===== src/rtl/boot_hs_pkg.sv =====
package boot_hs_pkg;
  typedef enum logic [1:0] {
    HS_IDLE = 2'd0,
    HS_WAIT = 2'd1,
    HS_TAKE = 2'd2,
    HS_DROP = 2'd3
  } hs_state_e;
endpackage


===== src/rtl/boot_hs_sync.sv =====
module boot_hs_sync #(
  parameter int STAGES = 2,
  parameter bit RST_VAL = 1'b1
) (
  input  logic clk,
  input  logic rst_n,
  input  logic d_async,
  output logic q_sync
);
  logic [STAGES-1:0] chain_q;

  always_ff @(posedge clk or negedge rst_n) begin
    if (!rst_n) chain_q <= {STAGES{RST_VAL}};
    else        chain_q <= {chain_q[STAGES-2:0], d_async};
  end

  assign q_sync = chain_q[STAGES-1];
endmodule


===== src/rtl/boot_hs_pulse.sv =====
module boot_hs_pulse #(
  parameter int PERIOD = 8
) (
  input  logic clk,
  input  logic rst_n,
  input  logic enable,
  output logic pulse
);
  localparam int CW = (PERIOD > 1) ? $clog2(PERIOD) : 1;
  localparam logic [CW-1:0] LAST = CW'(PERIOD - 1);

  logic [CW-1:0] phase_q;

  always_ff @(posedge clk or negedge rst_n) begin
    if (!rst_n)             phase_q <= '0;
    else if (!enable)       phase_q <= '0;
    else if (phase_q == LAST) phase_q <= '0;
    else                    phase_q <= phase_q + 1'b1;
  end

  assign pulse = enable && (phase_q == '0);
endmodule


===== src/rtl/boot_hs_rx.sv =====
module boot_hs_rx
  import boot_hs_pkg::*;
#(
  parameter int DATA_W       = 32,
  parameter int SYNC_STAGES  = 2,
  parameter int PULSE_PERIOD = 8
) (
  input  logic              clk,
  input  logic              rst_n,
  input  logic              req_valid,
  output logic              req_ready,
  input  logic              host_rdy_n,
  input  logic [DATA_W-1:0] host_data,
  output logic              ack_n,
  output logic              wait_pulse,
  output logic              word_valid,
  output logic [DATA_W-1:0] word_data
);
  hs_state_e         state_q, state_d;
  logic              rdy_n_s;
  logic              ack_n_q;
  logic              valid_q;
  logic [DATA_W-1:0] word_q;

  boot_hs_sync #(.STAGES(SYNC_STAGES), .RST_VAL(1'b1)) u_sync (
    .clk     (clk),
    .rst_n   (rst_n),
    .d_async (host_rdy_n),
    .q_sync  (rdy_n_s)
  );

  boot_hs_pulse #(.PERIOD(PULSE_PERIOD)) u_pulse (
    .clk    (clk),
    .rst_n  (rst_n),
    .enable (state_q == HS_WAIT),
    .pulse  (wait_pulse)
  );

  always_comb begin
    state_d = state_q;
    unique case (state_q)
      HS_IDLE: if (req_valid) state_d = HS_WAIT;
      HS_WAIT: if (!rdy_n_s)  state_d = HS_TAKE;
      HS_TAKE:                state_d = HS_DROP;
      HS_DROP: if (rdy_n_s)   state_d = HS_IDLE;
      default:                state_d = HS_IDLE;
    endcase
  end

  always_ff @(posedge clk or negedge rst_n) begin
    if (!rst_n) begin
      state_q <= HS_IDLE;
      ack_n_q <= 1'b1;
      valid_q <= 1'b0;
      word_q  <= '0;
    end else begin
      state_q <= state_d;
      valid_q <= (state_q == HS_TAKE);
      if (state_q == HS_TAKE) begin
        word_q  <= host_data;
        ack_n_q <= 1'b0;
      end else if (state_q == HS_DROP && rdy_n_s) begin
        ack_n_q <= 1'b1;
      end
    end
  end

  assign req_ready  = (state_q == HS_IDLE);
  assign ack_n      = ack_n_q;
  assign word_valid = valid_q;
  assign word_data  = word_q;
endmodule


===== config.mk =====
export PLATFORM = sky130hd
export DESIGN_NAME = boot_hs_rx
export DESIGN_NICKNAME = d
export VERILOG_FILES = /design/src/rtl/boot_hs_pkg.sv /design/src/rtl/boot_hs_sync.sv /design/src/rtl/boot_hs_pulse.sv /design/src/rtl/boot_hs_rx.sv
export SDC_FILE = /design/constraint.sdc
export NUM_CORES = 1
export LEC_CHECK = 0
export BUFFER_PORTS_ARGS = -buffer_cell sky130_fd_sc_hd__buf_2
export CORE_MARGIN = 4
export CORE_UTILIZATION = 46
export CTS_CLUSTER_DIAMETER = 50
export DETAILED_ROUTE_END_ITERATION = 6
export PLACE_DENSITY = 0.78
export SLEW_MARGIN = 10
export SYNTH_ARGS = -nofsm -noshare
export SYNTH_HDL_FRONTEND = slang
export SYNTH_SLANG_ARGS = --single-unit
export TNS_END_PERCENT = 20

===== constraint.sdc =====
create_clock -name clk -period 2.05 [get_ports clk]
set_clock_uncertainty 0.05 [all_clocks]
set_input_delay 0.3075 -clock clk [delete_from_list [all_inputs] [get_ports clk]]
set_output_delay 0.3075 -clock clk [all_outputs]
set_load 0.02 [all_outputs]

* After elaboration in Yosys (flattened, before gate mapping) *
Index checks and enable logic that the tools add are counted.
W data, S select, Z words.

operators by class
  add/subtract/negate cells = 1
  multipliers = 0
  div/mod/pow operators = 0
  order comparisons = 0
  equality and inequality tests = 7
  shift-type cells = 0
  muxes and demuxes = 8
  bitwise gates (word level) = 0
  reductions and logical operators = 6

operators with widths
  cell                   number
  $pmux W2 S4            1
  $mux W2                3
  $mux W3                2
  $eq A2 B2 Y1 const B   2
  $ne A2 B2 Y1 const B   2
  $add A3 B1 Y3 const B  1
  $eq A3 B3 Y1 const B   1
  $logic_not A3 Y1       1
  $reduce_and A3 Y1      1
  $eq A2 B1 Y1 const B   1
  $logic_and A1 B1 Y1    2
  $logic_not A2 Y1       1
  $mux W1                2
  $ne A2 B1 Y1 const B   1
  $reduce_bool A2 Y1     1

word-level totals
  register bits after elaboration = 41
  bits in latches = 0
  bits in writable memories = 0
  ROM bits = 0
  output and inout bits = 36
  memories kept = 0

* Logic depth before layout (Yosys ltp) *
Gate-level depths: netlist (run 1).

  depth in word-level cells = 4
  mapped depth = 5
  mapped depth without buffers = 5

* Hierarchy *
From an unflattened synthesis (run 1), not the netlist that was laid out.

unflattened totals
  cells, all modules = 99
  area, all modules = 1621.6 um2

by module, submodules not included
  module         times used  cells each  area an instance (um2)  sequential area each (um2)
  boot_hs_rx     1           85          1412.6                  902.1
  boot_hs_pulse  1           12          156.4                   75.1
  boot_hs_sync   1           2           52.6                    52.6

* Worst setup path before layout (run 1) *
Ideal clock, no wire load.

  path kind = reg-to-reg
  start = register state_q[1]
  end = register state_q[1]
  library setup time = 128 ps
  data arrival time = 1317 ps
  setup slack = 556 ps
  cell stages (with the launch flop) = 6
  path buffers = 0
  period minus slack after synthesis = 1494 ps
  cell sequence = dfrtp_1 inv_1 ha_1 mux2_4 a21oi_4 mux2_1

between the ends
  cells in the longest elaborated chain, start to end = 3

ends and longest elaborated chain
  item                                                           RTL line          text
  start: declaration                                             boot_hs_rx.sv:19  hs_state_e state_q, state_d;
  start signal: assignment                                       boot_hs_rx.sv:57  state_q <= state_d;
  $eq A2 B1 Y1, or another cell as far along                     boot_hs_rx.sv:41  unique case (state_q)
  $ne A2 B2 Y1 (no line) / $ne A2 B1 Y1 (equally long branches)  n/a
  $reduce_and A3 Y1 (no line)                                    n/a

Several ways; a longest one is shown, not always the timed one.
A chain may end at the register's enable or synchronous reset.

* Worst setup path in the final report (run 1) *
  start = register state_q[1]
  end = output wait_pulse

between the ends
  cells in the longest elaborated chain, start to end = 2

ends and longest elaborated chain
  item                 RTL line             text
  $eq A2 B1 Y1         boot_hs_rx.sv:35     .enable (state_q == HS_WAIT),
  $logic_and A1 B1 Y1  boot_hs_pulse.sv:21  assign pulse = enable && (phase_q == '0);
  end: declaration     boot_hs_rx.sv:15     output logic wait_pulse,

No other way between the ends.

==> impl_metrics.py, run 1 <==
metrics = {
    "synthesis": {
        "synth_edf_count": 0,
        "synth_top_family_by_area": "multiplexers",
        "ys_warn_count": 0,
        "yosys.area_share.simple": 0.0202,
        "synthMuxAreaShare": 0.240,
        "syn_area_per_cell_sq_um": 16.3,
        "synthArstFlopShare": 1.00,
        "synth_compound_area_frac": 0.0194,
        "synth_most_common_cell": "dfrtp_1",
        "syn-num-nets": 142,
        "synth_area_sq_mm": 0.00161,
        "ys_ff_latch": 41,
        "synthDistinctLibCells": 16,
        "synth_xor_area_frac": 0,
        "synth_top_area_share": 0.589,
        "synthAdderAreaFrac": 0.0543,
        "synth_common_cells": "dfrtp_1, mux2_2, ha_1",
        "synth_top_area_cell": "dfrtp_1",
        "ys_seq_area_frac": 0.638,
        "synth_flop_cell": "dfrtp_1",
        "synth_area_leaders": "dfrtp_1, mux2_2, ha_1",
        "synth_cells": 99,
    },
    "timing": {
        "worst_pin_slew_ns": 0.210,
        "timing.fmax_mhz": 558,
        "rsz0062_at_grt": "false",
        "fin_crit_ns": 1.79,
        "hold_violations": 0,
        "relSlewSlack": 0.860,
        "drv_slew": 0,
        "period_share": 0.875,
        "setup_violations": 0,
        "fin_setup_tns_ns": 0,
    },
    "power": {
        "p_sw_w": 0.00138,
        "powerDensity_mw_per_mm2": 1670,
        "power_frac_seq": 0.393,
        "p_int_w": 0.00215,
        "pwr-share-comb": 0.498,
        "cellLeakagePower_nw": 1.06,
        "ir_worst_vdd_uv": 951,
        "p_clk_frac": 0.109,
        "switching_share": 0.392,
    },
    "clock_network": {
        "cts_resized": 0,
        "cts_buffer_depth": 2,
        "cts_num_sinks": 41,
        "cts_buffers": 5,
        "htreeDepth": 2,
        "cts_tree": "built",
        "insertion_delay_ns": 0.35,
        "cts_setup_buffers": 0,
        "cts-root-buf": "clkbuf_4",
        "cts.clk_slew.worst_paths_ns": 0.12,
    },
    "outcome": {
        "status": "finished clean",
    },
    "setup_path": {
        "crit_required_ns": 1.69,
        "end_kind": "output port",
        "crit_path_start_kind": "flop",
        "worst-r2r-setup-slack_ns": 0.41,
        "crit_arrival_ns": 1.44,
        "crit_fanout": 5,
        "critPathKind": "flop to output port",
    },
    "floorplanning": {
        "die_w_um": 67.2,
        "dieArea_sq_mm": 0.00452,
        "pin_count": 72,
        "die_h_um": 67.2,
        "core_sq_mm": 0.00336,
        "rows": 21,
        "start_util": 0.480,
    },
    "cells_and_area": {
        "diodes": 0,
        "fin_area_sq_mm": 0.00211,
        "finalNetCount": 220,
        "syn_to_final_growth_pct": 30.9,
        "drive_above_1_share": 0.652,
    },
    "placement": {
        "io_buffers": 71,
        "placed_area_sq_mm": 0.00204,
        "routabilityCongestion": 0.765,
        "dp_hpwl_um": 2160,
    },
    "global_route": {
        "grt_overflow_total": 0,
        "grt_max_degree": 42,
        "grt_first_pass_wirelength_um": 5030,
        "grt_pass1_vias": 1144,
        "antenna_found_initial": 0,
        "grt_use_total": 0.152,
    },
    "detailed_routing": {
        "wire_per_inst_um": 13.2,
        "via_per_inst": 4.73,
        "drt_pass1_iterations": 2,
        "drtIter0Drc": 32,
        "wirelength_um": 2960,
        "drc": 0,
        "via_count": 1059,
        "ant_nets": 0,
    },
    "flow_run": {
        "maxCapViolCount": 0,
    },
    "min_path": {
        "hp-class": "primary input to flop",
    },
}
[cells in the final DEF, fill, tap and decap left out, types with 2 or more instances in the layout]
cell,synthesis,final
dfstp_2,3,3
buf_12,0,2
dfrtp_1,38,38
and2_1,2,2
clkbuf_1,0,2
inv_1,5,5
clkbuf_4,0,5
ha_1,7,7
buf_2,1,71
mux2_2,32,32
dlygate4sd3_1,0,2
[state kept, by name, summed over array words and instances, names as in the netlist]
register,flops
ack_n,1
u_sync.chain_q,2
word_data,32
state_q,2
u_pulse.phase_q,3
word_valid,1
[layout make-up]
cell class	count	area, sq um
Clock buffer	7	45.0
Clock inverter	1	7.51
Fill cell	299	1250
Inverter	5	18.8
Multi-Input combinational cell	49	538
Sequential cell	41	1030
Tap cell	46	57.6
Timing Repair Buffer	75	415
[per-stage QoR]
step	setup slack, ns	power (W)	utilization	hold slack (ns)	cells
2_1_floorplan	0.556	0.00263	-	-0.0381	99
3_3_place_gp	0.517	0.00312	0.606	0.240	214
3_5_place_dp	0.438	0.00318	0.606	0.241	214
4_1_cts	0.233	0.00358	0.628	0.116	224
5_1_grt	0.109	0.00378	0.628	0.0935	224
6_report	0.256	0.00353	0.628	0.130	224
[worst max-delay path, cell delays in order, from the launching register on]
cell and delay, ns:
dfrtp_1 0.43, inv_1 0.09, ha_1 0.24, and3b_1 0.17
buf_2 0.16
[worst paths after layout]
kind,startpoint,end,depth (start not counted)
worst max-delay path,state_q[1],wait_pulse,4
worst min-delay path,host_data[27],word_data[27],2
worst max register to register,state_q[1],state_q[1],5
worst min register to register,u_sync.chain_q[0],u_sync.chain_q[1],0
max in group asynchronous,rst_n,u_sync.chain_q[0],3
min in group asynchronous,rst_n,state_q[0],3
[cell families after synthesis]
family	count (synthesis)
compound gates	3
fa+ha+maj	7
buf+inv	9
flops	41
mux	34
simple gates	5
[routing by layer]
layer,up-vias,track usage,part of all wire
li1,495,-,-
met1,512,0.168,0.38
met2,48,0.252,0.50
met3,4,0.0666,0.10
met4,0,0.0684,0.014
met5,-,0,0
[power groups by stage]
stage	Clock (W)	Combinational [W]	Sequential, W
finish	0.000384	0.00176	0.00139
global route	0.000439	0.00190	0.00144
CTS	0.000400	0.00179	0.00139
detailed placement	0	0.00178	0.00140
global placement	0	0.00174	0.00138
floorplan	0	0.000801	0.00182
[repair_timing]
| item | 4_1_cts | 5_1_grt |
|---|---|---|
| hold buffers | 2 | 0 |
| endpoints found under the setup margin | 0 | 0 |
| hold endpoints to repair | 39 | 0 |
(Power assumes the default switching activity.)
==> run 2: changes to the inputs <==
--- a/config.mk
+++ b/config.mk
@@ -10,7 +10,7 @@
 export CORE_UTILIZATION = 46
 export CTS_CLUSTER_DIAMETER = 50
 export DETAILED_ROUTE_END_ITERATION = 6
-export PLACE_DENSITY = 0.78
+export PLACE_DENSITY_LB_ADDON = 0.25
 export SLEW_MARGIN = 10
 export SYNTH_ARGS = -nofsm -noshare
 export SYNTH_HDL_FRONTEND = slang
==> run 2 against run 1 <==
Register-to-register slack is essentially flat. Global-route usage grew 0.43 points. Combinational power is essentially flat. Die area is the same. Flip-flop and latch count is the same. Final area grew 0.30%. Clock-buffer cell count grew 1. Worst hold slack gained 0.010 ns. Via count shrank 3.4%. Sequential power is essentially flat. Sequential share of layout area shrank 0.14 points. Largest power group unchanged.
==> impl_metrics.py, run 2 (synthesized netlist as in run 1, its figures left out) <==
metrics = {
    "power": {
        "power.total_w": 0.00357,
        "p_int_w": 0.00218,
        "powerDensity_mw_per_mm2": 1690,
        "p_sw_w": 0.00139,
        "ir_worst_vdd_uv": 845,
        "power_frac_seq": 0.391,
        "switching_share": 0.389,
        "cellLeakagePower_nw": 1.06,
        "p_clk_frac": 0.114,
        "pwr-share-comb": 0.495,
    },
    "cells_and_area": {
        "fin_cells": 224,
        "final_cell_mix": "buf_2, dfrtp_1, mux2_2, ha_1",
        "syn_to_final_growth_pct": 31.2,
        "diodes": 0,
        "final_common_cell": "buf_2",
        "largest_reg_flops": 32,
        "finalNetCount": 220,
        "drive_above_1_share": 0.652,
    },
    "floorplanning": {
        "die_w_um": 67.2,
        "rows": 21,
        "die_h_um": 67.2,
        "start_util": 0.480,
        "pin_count": 72,
        "core_sq_mm": 0.00336,
        "dieArea_sq_mm": 0.00452,
    },
    "global_route": {
        "grt_overflow_total": 0,
        "grt_pass1_vias": 1159,
        "grt_max_degree": 42,
        "grt_use_total": 0.156,
        "grt_first_pass_wirelength_um": 5080,
        "antenna_found_initial": 0,
    },
    "min_path": {
        "hold_path_end": "word_data[6]",
        "hp-class": "primary input to flop",
        "hold_path_depth": 2,
        "min-delay-start": "host_data[6]",
    },
    "setup_path": {
        "crit_buf_inv": 2,
        "crit_path_start_kind": "flop",
        "crit_slowest_cell": "dfrtp_1",
        "r2r_end": "state_q[1]",
        "crit_required_ns": 1.69,
        "crit_chain": "inv_1, ha_1, and3b_1, buf_2",
        "r2r_cells": 5,
        "cpPeakStageDelay_ns": 0.44,
        "critPathKind": "flop to output port",
        "end_kind": "output port",
        "crit_arrival_ns": 1.42,
        "path_delay_family": "flip-flops",
        "r2r_start": "state_q[1]",
        "crit_fanout": 5,
        "worst-r2r-setup-slack_ns": 0.42,
    },
    "detailed_routing": {
        "met2_length_um": 1650,
        "wirelength_um": 3110,
        "drt_pass1_iterations": 2,
        "drc": 0,
        "ant_nets": 0,
        "wire_per_inst_um": 13.9,
        "met1_length_um": 1170,
        "via_per_inst": 4.57,
        "via_count": 1023,
        "topRoutingLayerUsed": "met4",
        "drtIter0Drc": 57,
        "met3_length_um": 255,
    },
    "clock_network": {
        "htreeDepth": 2,
        "cts_tree": "built",
        "cts_num_sinks": 41,
        "cts-root-buf": "clkbuf_4",
        "insertion_delay_ns": 0.34,
        "cts_buffer_depth": 2,
        "cts_buffers": 5,
        "cts_resized": 0,
        "cts.clk_slew.worst_paths_ns": 0.11,
    },
    "placement": {
        "io_buffers": 71,
        "routabilityCongestion": 0.701,
        "dp_hpwl_um": 2330,
        "dp_cells": 214,
    },
    "timing": {
        "worst_pin_slew_ns": 0.210,
        "setup_violations": 0,
        "whs_ns": 0.141,
        "fin_setup_tns_ns": 0,
        "timing.fmax_mhz": 563,
        "fin_crit_ns": 1.78,
        "relSlewSlack": 0.860,
        "period_share": 0.867,
        "hold_violations": 0,
        "drv_slew": 0,
        "rsz0062_at_grt": "false",
    },
    "flow_run": {
        "maxCapViolCount": 0,
    },
    "outcome": {
        "status": "finished clean",
    },
}
## run 2: cell count changes in the layout (fill, tap and decap cells not counted)
cell and change:
clkbuf_8 +1, clkinvlp_4 -1
## run 2: worst max path at each step
stage / startpoint / end / cells after the start / slack, ns
after detailed placement: state_q[1] / state_q[1] / 5 / 0.41
after CTS: state_q[1] / wait_pulse / 4 / 0.24
after global routing: state_q[1] / wait_pulse / 4 / 0.18
after floorplan: state_q[1] / state_q[1] / 5 / 0.56
after global placement: state_q[1] / state_q[1] / 5 / 0.52
final: state_q[1] / wait_pulse / 4 / 0.27
## run 2: what timing repair did
item | CTS | global route
endpoints found under the hold margin | 39 | 0
buffers inserted | 0 | 0
endpoints found under the setup margin | 0 | 0
hold buffers | 2 | 0
## run 2: metrics by stage
stage                      util  instance area (sq um)  setup WS [ns]
after floorplan               -                   1610          0.556
after global placement    0.606                   2040          0.518
after detailed placement  0.606                   2040          0.415
after CTS                 0.630                   2120          0.239
after global routing      0.630                   2120          0.176
final                     0.630                   2120          0.273
## run 2: power by group through the flow
| stage | clock network (W) | logic [W] | registers [W] |
|---|---|---|---|
| after floorplan | 0 | 0.000801 | 0.00182 |
| after global placement | 0 | 0.00174 | 0.00138 |
| after detailed placement | 0 | 0.00181 | 0.00141 |
| after CTS | 0.000424 | 0.00181 | 0.00140 |
| after global routing | 0.000458 | 0.00192 | 0.00145 |
| final | 0.000407 | 0.00177 | 0.00140 |
## run 2: final cells by class
class | instances | area (sq um)
Fill cell | 289 | 1240
Sequential cell | 41 | 1030
Inverter | 5 | 18.8
Multi-Input combinational cell | 49 | 538
Tap cell | 46 | 57.6
Clock buffer | 8 | 58.8
Timing Repair Buffer | 75 | 415
## run 2: routing by layer
metal / global-route usage / up-vias
met1: 0.164 / 489
met5: 0 / -
met4: 0.0734 / 0
li1: - / 493
met2: 0.270 / 37
met3: 0.0649 / 4
==> run 3: changes to the inputs <==
--- a/config.mk
+++ b/config.mk
@@ -5,11 +5,11 @@
 export SDC_FILE = /design/constraint.sdc
 export NUM_CORES = 1
 export LEC_CHECK = 0
-export BUFFER_PORTS_ARGS = -buffer_cell sky130_fd_sc_hd__buf_2
 export CORE_MARGIN = 4
-export CORE_UTILIZATION = 46
+export CORE_UTILIZATION = 60
 export CTS_CLUSTER_DIAMETER = 50
 export DETAILED_ROUTE_END_ITERATION = 6
+export DONT_BUFFER_PORTS = 1
 export PLACE_DENSITY_LB_ADDON = 0.25
 export SLEW_MARGIN = 10
 export SYNTH_ARGS = -nofsm -noshare
==> run 3 against run 2 <==
Die area down 21%. Final cell count down 38%. Register-to-register slack about the same. Clock-buffer cell count down 1.
==> impl_metrics.py, run 3 (synthesized netlist as in run 1, its figures left out) <==
metrics = {
    "setup_path": {
        "crit_required_ns": 1.69,
        "critPathKind": "flop to output port",
        "worst-r2r-setup-slack_ns": 0.41,
        "end_kind": "output port",
        "crit_cells": 3,
        "crit_arrival_ns": 1.39,
        "r2r_end": "state_q[1]",
        "crit_path_start_kind": "flop",
        "r2r_cells": 5,
        "crit_chain": "inv_1, ha_1, and3b_1",
        "r2r_start": "state_q[1]",
        "cpPeakStageDelay_ns": 0.43,
        "path_delay_family": "flip-flops",
        "crit_buf_inv": 1,
        "crit_slowest_cell": "dfrtp_1",
        "crit_fanout": 5,
    },
    "timing": {
        "hold_violations": 0,
        "fin_setup_tns_ns": 0,
        "rsz0062_at_grt": "false",
        "whs_ns": 0.0625,
        "period_share": 0.854,
        "drv_slew": 0,
        "timing.fmax_mhz": 571,
        "setup_violations": 0,
        "relSlewSlack": 0.766,
        "fin_crit_ns": 1.75,
        "worst_pin_slew_ns": 0.351,
    },
    "floorplanning": {
        "start_util": 0.640,
        "rows": 18,
        "die_h_um": 59.9,
        "pin_count": 72,
        "dieArea_sq_mm": 0.00358,
        "die_w_um": 59.9,
        "core_sq_mm": 0.00252,
    },
    "clock_network": {
        "insertion_delay_ns": 0.33,
        "htreeDepth": 2,
        "cts_num_sinks": 41,
        "cts.clk_slew.worst_paths_ns": 0.11,
        "cts_tree": "built",
        "cts_setup_buffers": 0,
        "cts_buffer_depth": 2,
        "cts-root-buf": "clkbuf_4",
        "cts_buffers": 5,
    },
    "cells_and_area": {
        "diodes": 0,
        "largest_reg_flops": 32,
        "syn_to_final_growth_pct": 8.37,
        "fillers": 186,
        "final_common_cell": "dfrtp_1",
        "finalNetCount": 150,
        "final_cell_mix": "dfrtp_1, mux2_2, ha_1, inv_1, clkbuf_4",
        "drive_above_1_share": 0.444,
    },
    "global_route": {
        "grt_use_total": 0.168,
        "grt_first_pass_wirelength_um": 4290,
        "antenna_found_initial": 0,
        "grt_pass1_vias": 890,
        "grt_overflow_total": 0,
        "grt_max_degree": 42,
    },
    "power": {
        "power_frac_seq": 0.584,
        "powerDensity_mw_per_mm2": 1850,
        "p_int_w": 0.00193,
        "ir_worst_vdd_uv": 1340,
        "p_clk_frac": 0.135,
        "p_sw_w": 0.00130,
        "switching_share": 0.403,
        "cellLeakagePower_nw": 0.788,
        "pwr-share-comb": 0.281,
    },
    "detailed_routing": {
        "drt_pass1_iterations": 4,
        "wirelength_um": 2700,
        "ant_nets": 0,
        "via_count": 797,
        "drtIter0Drc": 3,
        "drc": 0,
        "via_per_inst": 5.78,
        "wire_per_inst_um": 19.5,
    },
    "min_path": {
        "hold_path_depth": 1,
        "min-delay-start": "host_data[22]",
        "hp-class": "primary input to flop",
        "hold_path_end": "word_data[22]",
    },
    "placement": {
        "routabilityCongestion": 0.777,
        "io_buffers": 0,
        "dp_hpwl_um": 2010,
    },
    "flow_run": {
        "maxCapViolCount": 0,
    },
    "outcome": {
        "status": "finished clean",
    },
}
## run 3: cell types whose count changed in the layout (fill, tap and decap cells not counted), sizes merged
cell,change
clkbuf,-1
buf,-70
clkinv,+1
## run 3: through the flow
step	std cells	setup slack, ns	power [W]	area [sq um]	utilization
after CTS	138	0.279	0.00328	1750	0.693
final	138	0.299	0.00324	1750	0.693
after floorplan	99	0.556	0.00263	1610	-
after global routing	138	0.184	0.00347	1750	0.693
after detailed placement	127	0.430	0.00282	1640	0.650
after global placement	127	0.503	0.00275	1640	0.650
## run 3: power groups by stage
stage,clock (W),sequential (W),combinational (W)
2_1_floorplan,0,0.00182,0.000801
3_3_place_gp,0,0.00190,0.000845
3_5_place_dp,0,0.00191,0.000909
4_1_cts,0.000449,0.00190,0.000928
5_1_grt,0.000492,0.00195,0.00103
6_report,0.000437,0.00189,0.000910
## run 3: repair_timing
| item | in CTS | in global routing |
|---|---|---|
| hold endpoints to repair | 42 | 0 |
| hold buffers | 3 | 0 |
| gates resized for setup | 0 | 0 |
## run 3: worst register-to-register path, stage by stage, from the launching register on
cell	delay, ns
dfrtp_1	0.41
inv_1	0.08
ha_1	0.24
mux2_4	0.30
a21oi_4	0.13
mux2_1	0.33
## run 3: worst max path at each step
| stage | startpoint | endpoint | slack [ns] |
|---|---|---|---|
| 5_1_grt | state_q[1] | wait_pulse | 0.18 |
| 6_report | state_q[1] | wait_pulse | 0.30 |
| 4_1_cts | state_q[1] | wait_pulse | 0.28 |
| 2_1_floorplan | state_q[1] | state_q[1] | 0.56 |
| 3_3_place_gp | state_q[1] | state_q[1] | 0.50 |
| 3_5_place_dp | state_q[1] | state_q[1] | 0.43 |
## run 3: metal layers
metal	vias up	GRT usage	wire length, um
li1	351	-	-
met1	390	0.193	961
met2	47	0.269	1420
met3	9	0.0691	250
met4	0	0.0823	63
met5	-	0	0
## run 3: area by class of cell
cell class	count	area (sq um)	area share
Sequential cell	41	1030	0.589
Multi-Input combinational cell	49	538	0.308
Clock buffer	7	65.1	0.0372
Timing Repair Buffer	5	55.1	0.0315
Tap cell	30	37.5	0.0215
Inverter	5	18.8	0.0107
Clock inverter	1	5.00	0.00286
